File: src/rtl/rx_addr_filter_pkg.sv
package rx_addr_filter_pkg;

  // Strobes from control to datapath
  typedef struct packed {
    logic start;   // octet 0 of a new address is on the input
    logic take;    // the present octet belongs to the address
  } filtStrobe_t;

  // Combinational results from datapath to control
  typedef struct packed {
    logic lastOctet;   // the octet being taken completes the address
    logic perfectHit;  // full address equals the station address
    logic hashHit;     // hash table bit selected by the CRC is set
    logic multicast;   // group bit of octet 0 is set
  } filtFlags_t;

  typedef enum logic {
    ST_IDLE    = 1'b0,
    ST_COLLECT = 1'b1
  } filtState_t;

endpackage

File: src/rtl/rx_addr_filter_dp.sv
module rx_addr_filter_dp
  import rx_addr_filter_pkg::*;
#(
  parameter int ADDR_OCTETS = 6,
  parameter int HASH_BITS   = 6,
  parameter int CRC_WIDTH   = 32,
  parameter logic [CRC_WIDTH-1:0] CRC_POLY = 32'hEDB88320
) (
  input  logic                      clk,
  input  logic                      rstN,
  input  filtStrobe_t               strobe,
  input  logic [7:0]                addrOctet,
  input  logic [ADDR_OCTETS*8-1:0]  stationAddr,
  input  logic [(1<<HASH_BITS)-1:0] hashTable,
  output filtFlags_t                flags
);

  localparam int ADDR_W = ADDR_OCTETS * 8;
  localparam int CNT_W  = $clog2(ADDR_OCTETS + 1);
  localparam logic [CNT_W-1:0] LAST_POS = CNT_W'(ADDR_OCTETS - 1);

  logic [ADDR_W-1:0]    addrReg, addrNext;
  logic [CRC_WIDTH-1:0] crcReg, crcSeed, crcNext;
  logic [CNT_W-1:0]     octetCnt, posNow;
  logic [HASH_BITS-1:0] hashIdx;

  // Reflected CRC update over one octet, least significant bit first
  function automatic logic [CRC_WIDTH-1:0] crcOctet(
    input logic [CRC_WIDTH-1:0] crcIn,
    input logic [7:0]           dataIn
  );
    logic [CRC_WIDTH-1:0] c;
    logic fb;
    c = crcIn;
    for (int b = 0; b < 8; b++) begin
      fb = c[0] ^ dataIn[b];
      c  = c >> 1;
      if (fb) c = c ^ CRC_POLY;
    end
    return c;
  endfunction

  assign posNow  = strobe.start ? '0 : octetCnt;
  assign crcSeed = strobe.start ? '1 : crcReg;
  assign crcNext = crcOctet(crcSeed, addrOctet);

  always_comb begin
    addrNext = addrReg;
    for (int k = 0; k < ADDR_OCTETS; k++) begin
      if (posNow == CNT_W'(k)) addrNext[k*8 +: 8] = addrOctet;
    end
  end

  assign hashIdx          = crcNext[CRC_WIDTH-1 -: HASH_BITS];
  assign flags.lastOctet  = (posNow == LAST_POS);
  assign flags.perfectHit = (addrNext == stationAddr);
  assign flags.hashHit    = hashTable[hashIdx];
  assign flags.multicast  = addrNext[0];

  always_ff @(posedge clk or negedge rstN) begin
    if (!rstN) begin
      addrReg  <= '0;
      crcReg   <= '1;
      octetCnt <= '0;
    end else if (strobe.take) begin
      addrReg  <= addrNext;
      crcReg   <= crcNext;
      octetCnt <= posNow + CNT_W'(1);
    end
  end

endmodule

File: src/rtl/rx_addr_filter_ctl.sv
module rx_addr_filter_ctl
  import rx_addr_filter_pkg::*;
(
  input  logic        clk,
  input  logic        rstN,
  input  logic        addrValid,
  input  logic        addrFirst,
  input  logic        promiscIn,
  input  logic        physRejectIn,
  input  logic [1:0]  mcastMode,
  input  filtFlags_t  flags,
  output filtStrobe_t strobe,
  output logic        doneOut,
  output logic        acceptOut
);

  filtState_t state, stateNext;
  logic decide, verdict;

  assign strobe.start = addrValid && addrFirst;
  assign strobe.take  = addrValid && (addrFirst || state == ST_COLLECT);
  assign decide       = strobe.take && flags.lastOctet;

  always_comb begin
    stateNext = state;
    if (decide)            stateNext = ST_IDLE;
    else if (strobe.start) stateNext = ST_COLLECT;
  end

  always_comb begin
    if (promiscIn) begin
      verdict = 1'b1;
    end else if (flags.multicast) begin
      unique case (mcastMode)
        2'b00:   verdict = 1'b0;
        2'b01:   verdict = flags.hashHit;
        default: verdict = 1'b1;
      endcase
    end else if (physRejectIn) begin
      verdict = !flags.perfectHit;
    end else begin
      verdict = flags.perfectHit || flags.hashHit;
    end
  end

  always_ff @(posedge clk or negedge rstN) begin
    if (!rstN) begin
      state     <= ST_IDLE;
      doneOut   <= 1'b0;
      acceptOut <= 1'b0;
    end else begin
      state   <= stateNext;
      doneOut <= decide;
      if (decide) acceptOut <= verdict;
    end
  end

endmodule

File: src/rtl/rx_addr_filter.sv
module rx_addr_filter
  import rx_addr_filter_pkg::*;
#(
  parameter int ADDR_OCTETS = 6,
  parameter int HASH_BITS   = 6,
  parameter int CRC_WIDTH   = 32,
  parameter logic [CRC_WIDTH-1:0] CRC_POLY = 32'hEDB88320
) (
  input  logic                        clk,
  input  logic                        rstN,
  input  logic                        addrValid,
  input  logic                        addrFirst,
  input  logic [7:0]                  addrOctet,
  input  logic [ADDR_OCTETS*8-1:0]    stationAddr,
  input  logic [(1<<HASH_BITS)-1:0]   hashTable,
  input  logic                        promiscIn,
  input  logic                        physRejectIn,
  input  logic [1:0]                  mcastMode,
  output logic                        doneOut,
  output logic                        acceptOut
);

  filtStrobe_t strobe;
  filtFlags_t  flags;

  rx_addr_filter_dp #(
    .ADDR_OCTETS (ADDR_OCTETS),
    .HASH_BITS   (HASH_BITS),
    .CRC_WIDTH   (CRC_WIDTH),
    .CRC_POLY    (CRC_POLY)
  ) u_dp (
    .clk         (clk),
    .rstN        (rstN),
    .strobe      (strobe),
    .addrOctet   (addrOctet),
    .stationAddr (stationAddr),
    .hashTable   (hashTable),
    .flags       (flags)
  );

  rx_addr_filter_ctl u_ctl (
    .clk          (clk),
    .rstN         (rstN),
    .addrValid    (addrValid),
    .addrFirst    (addrFirst),
    .promiscIn    (promiscIn),
    .physRejectIn (physRejectIn),
    .mcastMode    (mcastMode),
    .flags        (flags),
    .strobe       (strobe),
    .doneOut      (doneOut),
    .acceptOut    (acceptOut)
  );

endmodule

File: config.mk
export PLATFORM = sky130hd
export DESIGN_NAME = rx_addr_filter
export DESIGN_NICKNAME = d
export VERILOG_FILES = /design/src/rtl/rx_addr_filter_pkg.sv /design/src/rtl/rx_addr_filter_dp.sv /design/src/rtl/rx_addr_filter_ctl.sv /design/src/rtl/rx_addr_filter.sv
export SDC_FILE = /design/constraint.sdc
export NUM_CORES = 1
export LEC_CHECK = 0
export ABC_AREA = 0
export BUFFER_PORTS_ARGS = -buffer_cell sky130_fd_sc_hd__buf_2
export CELL_PAD_IN_SITES_DETAIL_PLACEMENT = 0
export CELL_PAD_IN_SITES_GLOBAL_PLACEMENT = 2
export CORE_MARGIN = 1
export CORE_UTILIZATION = 35
export CTS_CLUSTER_DIAMETER = 80
export DETAILED_ROUTE_END_ITERATION = 10
export HOLD_SLACK_MARGIN = 0.08
export PLACE_DENSITY = 0.8
export RECOVER_POWER = 100
export SYNTH_ARGS = -nofsm -noshare
export SYNTH_HDL_FRONTEND = slang
export SYNTH_HIERARCHICAL = 1
export SYNTH_SLANG_ARGS = --single-unit
File: constraint.sdc
create_clock -name clk -period 3.6 [get_ports clk]
set_input_delay 0.18 -clock clk [delete_from_list [all_inputs] [get_ports clk]]
set_output_delay 0.18 -clock clk [all_outputs]
set_load 0.005 [all_outputs]
## Word-level counts from Yosys, hierarchy flattened

Cells that the tools add are included.

- Output and inout bits: 2
- Bits of input ports: 128
- Flip-flop bits (word level): 86

- Add/sub/neg operators: 1
- Reduce and logical (&&, ||, !) cells: 9
- Eq/ne operators: 7
- Muxes and demuxes: 24
- $lt $le $gt $ge: 1
- Bitwise logic cells: 16

Operator list:

| cell | number |
|---|---|
| 2-to-1 mux 32 bit | 9 |
| inverter 13 -> 14 bit | 8 |
| == test 48 bit | 1 |
| 2-to-1 mux 8 bit | 6 |
| XOR 1 bit | 8 |
| less-than comparator 6 x 7 -> 1 bit (second input constant) | 1 |
| binary-select mux 1 bit (select 6 bit) | 1 |
| == test 3 x 2 -> 1 bit (second input constant) | 2 |
| == test 3 bit (second input constant) | 2 |
| 2-to-1 mux 1 bit | 6 |
| adder 3 x 1 -> 3 bit (second input constant) | 1 |
| == test 3 x 1 -> 1 bit (second input constant) | 1 |
| logical AND 1 bit | 3 |
| zero test 3 bit | 1 |
| 2-to-1 mux 3 bit | 1 |
| == test 2 x 1 -> 1 bit (second input constant) | 1 |
| zero test 2 bit | 1 |
| logical OR 1 bit | 2 |
| one-hot mux 1 bit (2 select lines) | 1 |
| nonzero test 2 bit | 1 |
| zero test 1 bit | 1 |

## Logic depth before layout (Yosys ltp)

- Depth after elaboration: 24
- Gate-level depth with buffers: 18

## Cells and area by module

The synthesis kept the hierarchy.

By module, submodules not included:

| module | cells an instance | instances | area an instance (µm²) | sequential area each (µm²) |
|---|---|---|---|---|
| rx_addr_filter_dp | 574 | 1 | 6050.8 | 2117.0 |
| rx_addr_filter_ctl | 14 | 1 | 152.6 | 75.1 |

## Least setup slack after synthesis

Ideal clock, no wire load.

- Path type: input to register
- From: input port addrFirst
- To: register u_ctl.acceptOut
- Stages: 17
- Slack: 318 ps
- Arrival: 3151 ps
- Cell sequence: and2_2 > buf_4 > clkbuf_1 > buf_1 > clkbuf_1 > nand2b_1 > inv_1 > ha_1 > nand2_1 > mux2i_1 > xnor2_1 > nor4_1 > nand3_1 > nor3_1 > a21oi_1 > o31ai_1 > a31oi_1

RTL lines:

| what | RTL line | text |
|---|---|---|
| start: declaration | rx_addr_filter.sv:12 | `input logic addrFirst,` |
| end signal: assignment | rx_addr_filter_ctl.sv:54 | `if (decide) acceptOut <= verdict;` |
| end: declaration | rx_addr_filter_ctl.sv:14 | `output logic acceptOut` |

==> results by group <==
Timing
  • F_max: 309 MHz
  • Measured slew at the worst slew-check pin: 1740 ps
  • Final setup margin: 360 ps
  • Unrepaired setup endpoints after global routing: no
  • Worst hold margin: 136 ps
  • Worst rel slew slack: -16.3%
  • Period utilization: 90.0%
  • Slew Viols, Final: 32
  • Worst Clk Skew: 8.15 ps
  • Final Hold Fails: 0
  • Setup violators final: 0
  • Min cycle time layout: 3240 ps

Final layout
  • Fin util: 43.3%
  • Fillers: 1704
  • Layout Nets: 860
  • Register area: 0.00219 mm²
  • Layout Cells excl Fill: 958
  • Commonest non-fill, non-tap cell in the layout: buf_2
  • Multi-input gate area: 0.00376 mm²
  • Antenna cells: 0
  • Commonest cells after routing, fill and taps aside: buf_2 (126), xnor2_1 (101), mux2i_1 (84)
  • Layout cells sized above 1: 38.1%
  • Area added between synthesis and finish: 20.7%

Pwr
  • Max IR drop VDD: 802 µV
  • Static Leakage: 3.43 nW
  • Pwr Density: 1270 mW/mm²

CTS
  • Postcts setup bufs: 0
  • Worst-skew pair later-pin latency: 350 ps
  • CTS sink count: 86
  • Max Buffers Root-to-Sink: 2
  • H-tree Lvls: 3
  • CTS Buf Count: 9
  • Hold-fix buffers, CTS: 1
  • CTS tree: yes
  • Post-CTS Resized: 0
  • Root Driver: clkbuf_16
  • Clock slew at reported path FFs: 70 ps

Setup path
  • Worst R2R Start: u_dp/crcReg[1]$_DFFE_PN1P_
  • Worst-path maximum fanout: 22
  • Worst EP required: 3830 ps
  • Worst r2r path cells: 13
  • Worst r2r dst: u_ctl/acceptOut$_DFFE_PN0P_
  • Cell with the largest stage delay on the worst path: dfstp_2
  • Reg2Reg Setup Slack: 360 ps
  • Worst EP arrival: 3470 ps
  • Crit path capture type: flip-flop
  • CP Launch Type: flip-flop
  • Worst-path cell chain: xnor2_1 -> nor2_1 -> xor2_1 -> xor3_2 -> buf_12 -> mux2i_1 -> nand3_1 -> a31oi_1 -> nor2_1 -> o311a_1 -> a21o_1 -> a21oi_1 -> a31oi_1
  • Slowest stage delay, CP: 590 ps
  • Crit path kind: flip-flop to flip-flop

Die
  • Initial core utilization: 35.9%
  • Die area: 0.0183 mm²
  • Die height: 135 µm
  • Die X: 135 µm
  • Core Box Area: 0.0173 mm²
  • IO Count: 130
  • FP Rows: 48

Place
  • Detail Placement HPWL: 12.3 mm
  • Pre-CTS setup slack: -42.4 ps
  • Gpl congestion: 0.776
  • Port bufs: 129
  • Placed insts: 941

GRT
  • Global-route wire length before repair: 25.5 mm
  • Number of global-route vias before repair: 4886
  • All-layer global routing usage: 18.2%
  • Global route overflow: 0
  • Initial antenna violation count: 0
  • Largest net degree at the start of global routing: 40

Route
  • Avg WL per Cell: 16.7 µm
  • First DRT Iteration DRCs: 189
  • Post-DR vias/cell: 4.88
  • Remaining antenna violation count after routing: 0
  • Drt total wl: 16.0 mm
  • TritonRoute pass-1 iters: 6
  • Drt drc: 0
  • Via count of the routed design: 4676

Logic synthesis
  • Mean Syn Cell Area: 10.6 µm²
  • Top FF cell, synth: dfrtp_1
  • Largest family of logic cells by synthesized area: multiplexers
  • Synth async-reset ratio: 100%
  • YS warnings: 6
  • Unique masters post-synth: 47
  • Cell count after synthesis: 588
  • Post-synthesis xor/xnor area fraction: 21.6%
  • Synth Area in Simple Gates: 9.30%
  • Post-synthesis compound-gate area fraction: 4.56%
  • Sequential area share after synthesis: 35.3%
  • Number of enable flip-flop cells after synthesis: 0
  • Mapped Nets: 720
  • Post-Syn Area: 0.00620 mm²
  • Mux contribution to synthesized area: 24.3%
  • Post-synthesis register bit count: 86
  • Adder-cell area share of the yosys netlist: 0.807%

Worst hold path
  • Hold endpoint: u_ctl/doneOut$_DFF_PN0_
  • Worst hold start: addrValid
  • Hold Path Class: input port to flip-flop
  • WHS Path Cells: 2

Run status
  • Failing checks: max-capacitance violations, max-slew violations
  • Status: finished, violations left

Run
  • Max-Cap Viols: 1
[kinds of logic after synthesis]
kind of cell / Yosys count
AND/OR/NAND/NOR: 126
buffers and inverters: 43
AO/OA/AOI/OAI: 46
multiplexers: 143
flip-flops: 86
adder cells (fa/ha/maj): 4
XOR/XNOR: 140
[cell type report]
type / count / share of cell area, %
clock buffer: 11 / 3.11
timing repair buffer: 165 / 12.2
inverter: 7 / 0.351
clock inverter: 5 / 1.12
sequential: 86 / 29.3
multi-input combinational: 459 / 50.2
tap: 225 / 3.76
[Yosys cell counts (2+ instances only)]
cell,instances,area (µm²)
nor2_2,3,18.8
xor2_1,30,263
xnor2_2,2,32.5
buf_1,2,7.51
dfrtp_1,54,1350
dfstp_2,32,841
nor2_1,62,233
nand4_1,7,43.8
buf_12,2,40.0
nand2_1,15,56.3
nor4_1,9,56.3
ha_1,4,50.1
nor3_1,2,10.0
xnor2_4,2,55.1
mux2_2,59,664
a22oi_1,5,37.5
buf_6,4,45.0
buf_4,7,52.6
buf_2,3,15.0
xnor2_1,101,885
mux2i_1,84,841
clkbuf_1,18,67.6
xnor3_1,3,67.6
a21oi_1,29,145
nor2b_1,2,12.5
nand3_1,19,95.1
inv_1,6,22.5
a31oi_1,3,18.8
[metrics by stage]
step,power (mW),instance area (µm²),setup TNS [ps]
3_5_place_dp,8.58,7180,-42.4
5_1_grt,10.3,7490,0
3_3_place_gp,8.43,7180,0
2_1_floorplan,7.36,6200,0
6_report,9.54,7490,0
4_1_cts,9.63,7510,0
[metal layers]
| metal | vias up | wire, µm | GRT usage, % |
|---|---|---|---|
| li1 | 2296 | - | - |
| met1 | 2242 | 7040 | 22.7 |
| met2 | 127 | 7960 | 32.0 |
| met3 | 11 | 834 | 4.12 |
| met4 | 0 | 129 | 3.68 |
| met5 | - | 0 | 0 |
[state kept, by name (all words and copies together), names as in the netlist]
register,cells
u_ctl/acceptOut,1
u_ctl/doneOut,1
u_dp/crcReg,32
u_dp/addrReg,48
u_dp/octetCnt,3
u_ctl/state,1
[critical path, delay by kind of cell (launching register included)]
kind	cells	cell delay (ps)
AOI/OAI and AO/OA	5	990
xor gates and xnor gates	3	820
DFF	1	590
and+or+nand+nor	3	360
buffers and inverters	1	190
muxes	1	170
[worst max path at each step]
stage	cells after the start	to	startpoint	slack, ps
after floorplan	17	u_ctl/acceptOut$_DFFE_PN0P_	addrFirst	320
after global placement	16	u_ctl/acceptOut$_DFFE_PN0P_	addrFirst	80
after detailed placement	16	u_ctl/acceptOut$_DFFE_PN0P_	addrFirst	-40
after CTS	16	u_ctl/acceptOut$_DFFE_PN0P_	addrFirst	320
after global routing	16	u_ctl/acceptOut$_DFFE_PN0P_	addrFirst	50
final	13	u_ctl/acceptOut$_DFFE_PN0P_	u_dp/crcReg[1]$_DFFE_PN1P_	360
[power by group]
| group | leakage, nW | switching [mW] | total [mW] | internal, mW |
|---|---|---|---|---|
| Clock | 0.146 | 0.398 | 1.01 | 0.611 |
| Combinational | 2.30 | 3.28 | 6.61 | 3.34 |
| Sequential | 0.978 | 0.301 | 1.92 | 1.61 |
No activity file was read; power rests on OpenSTA's default activity.
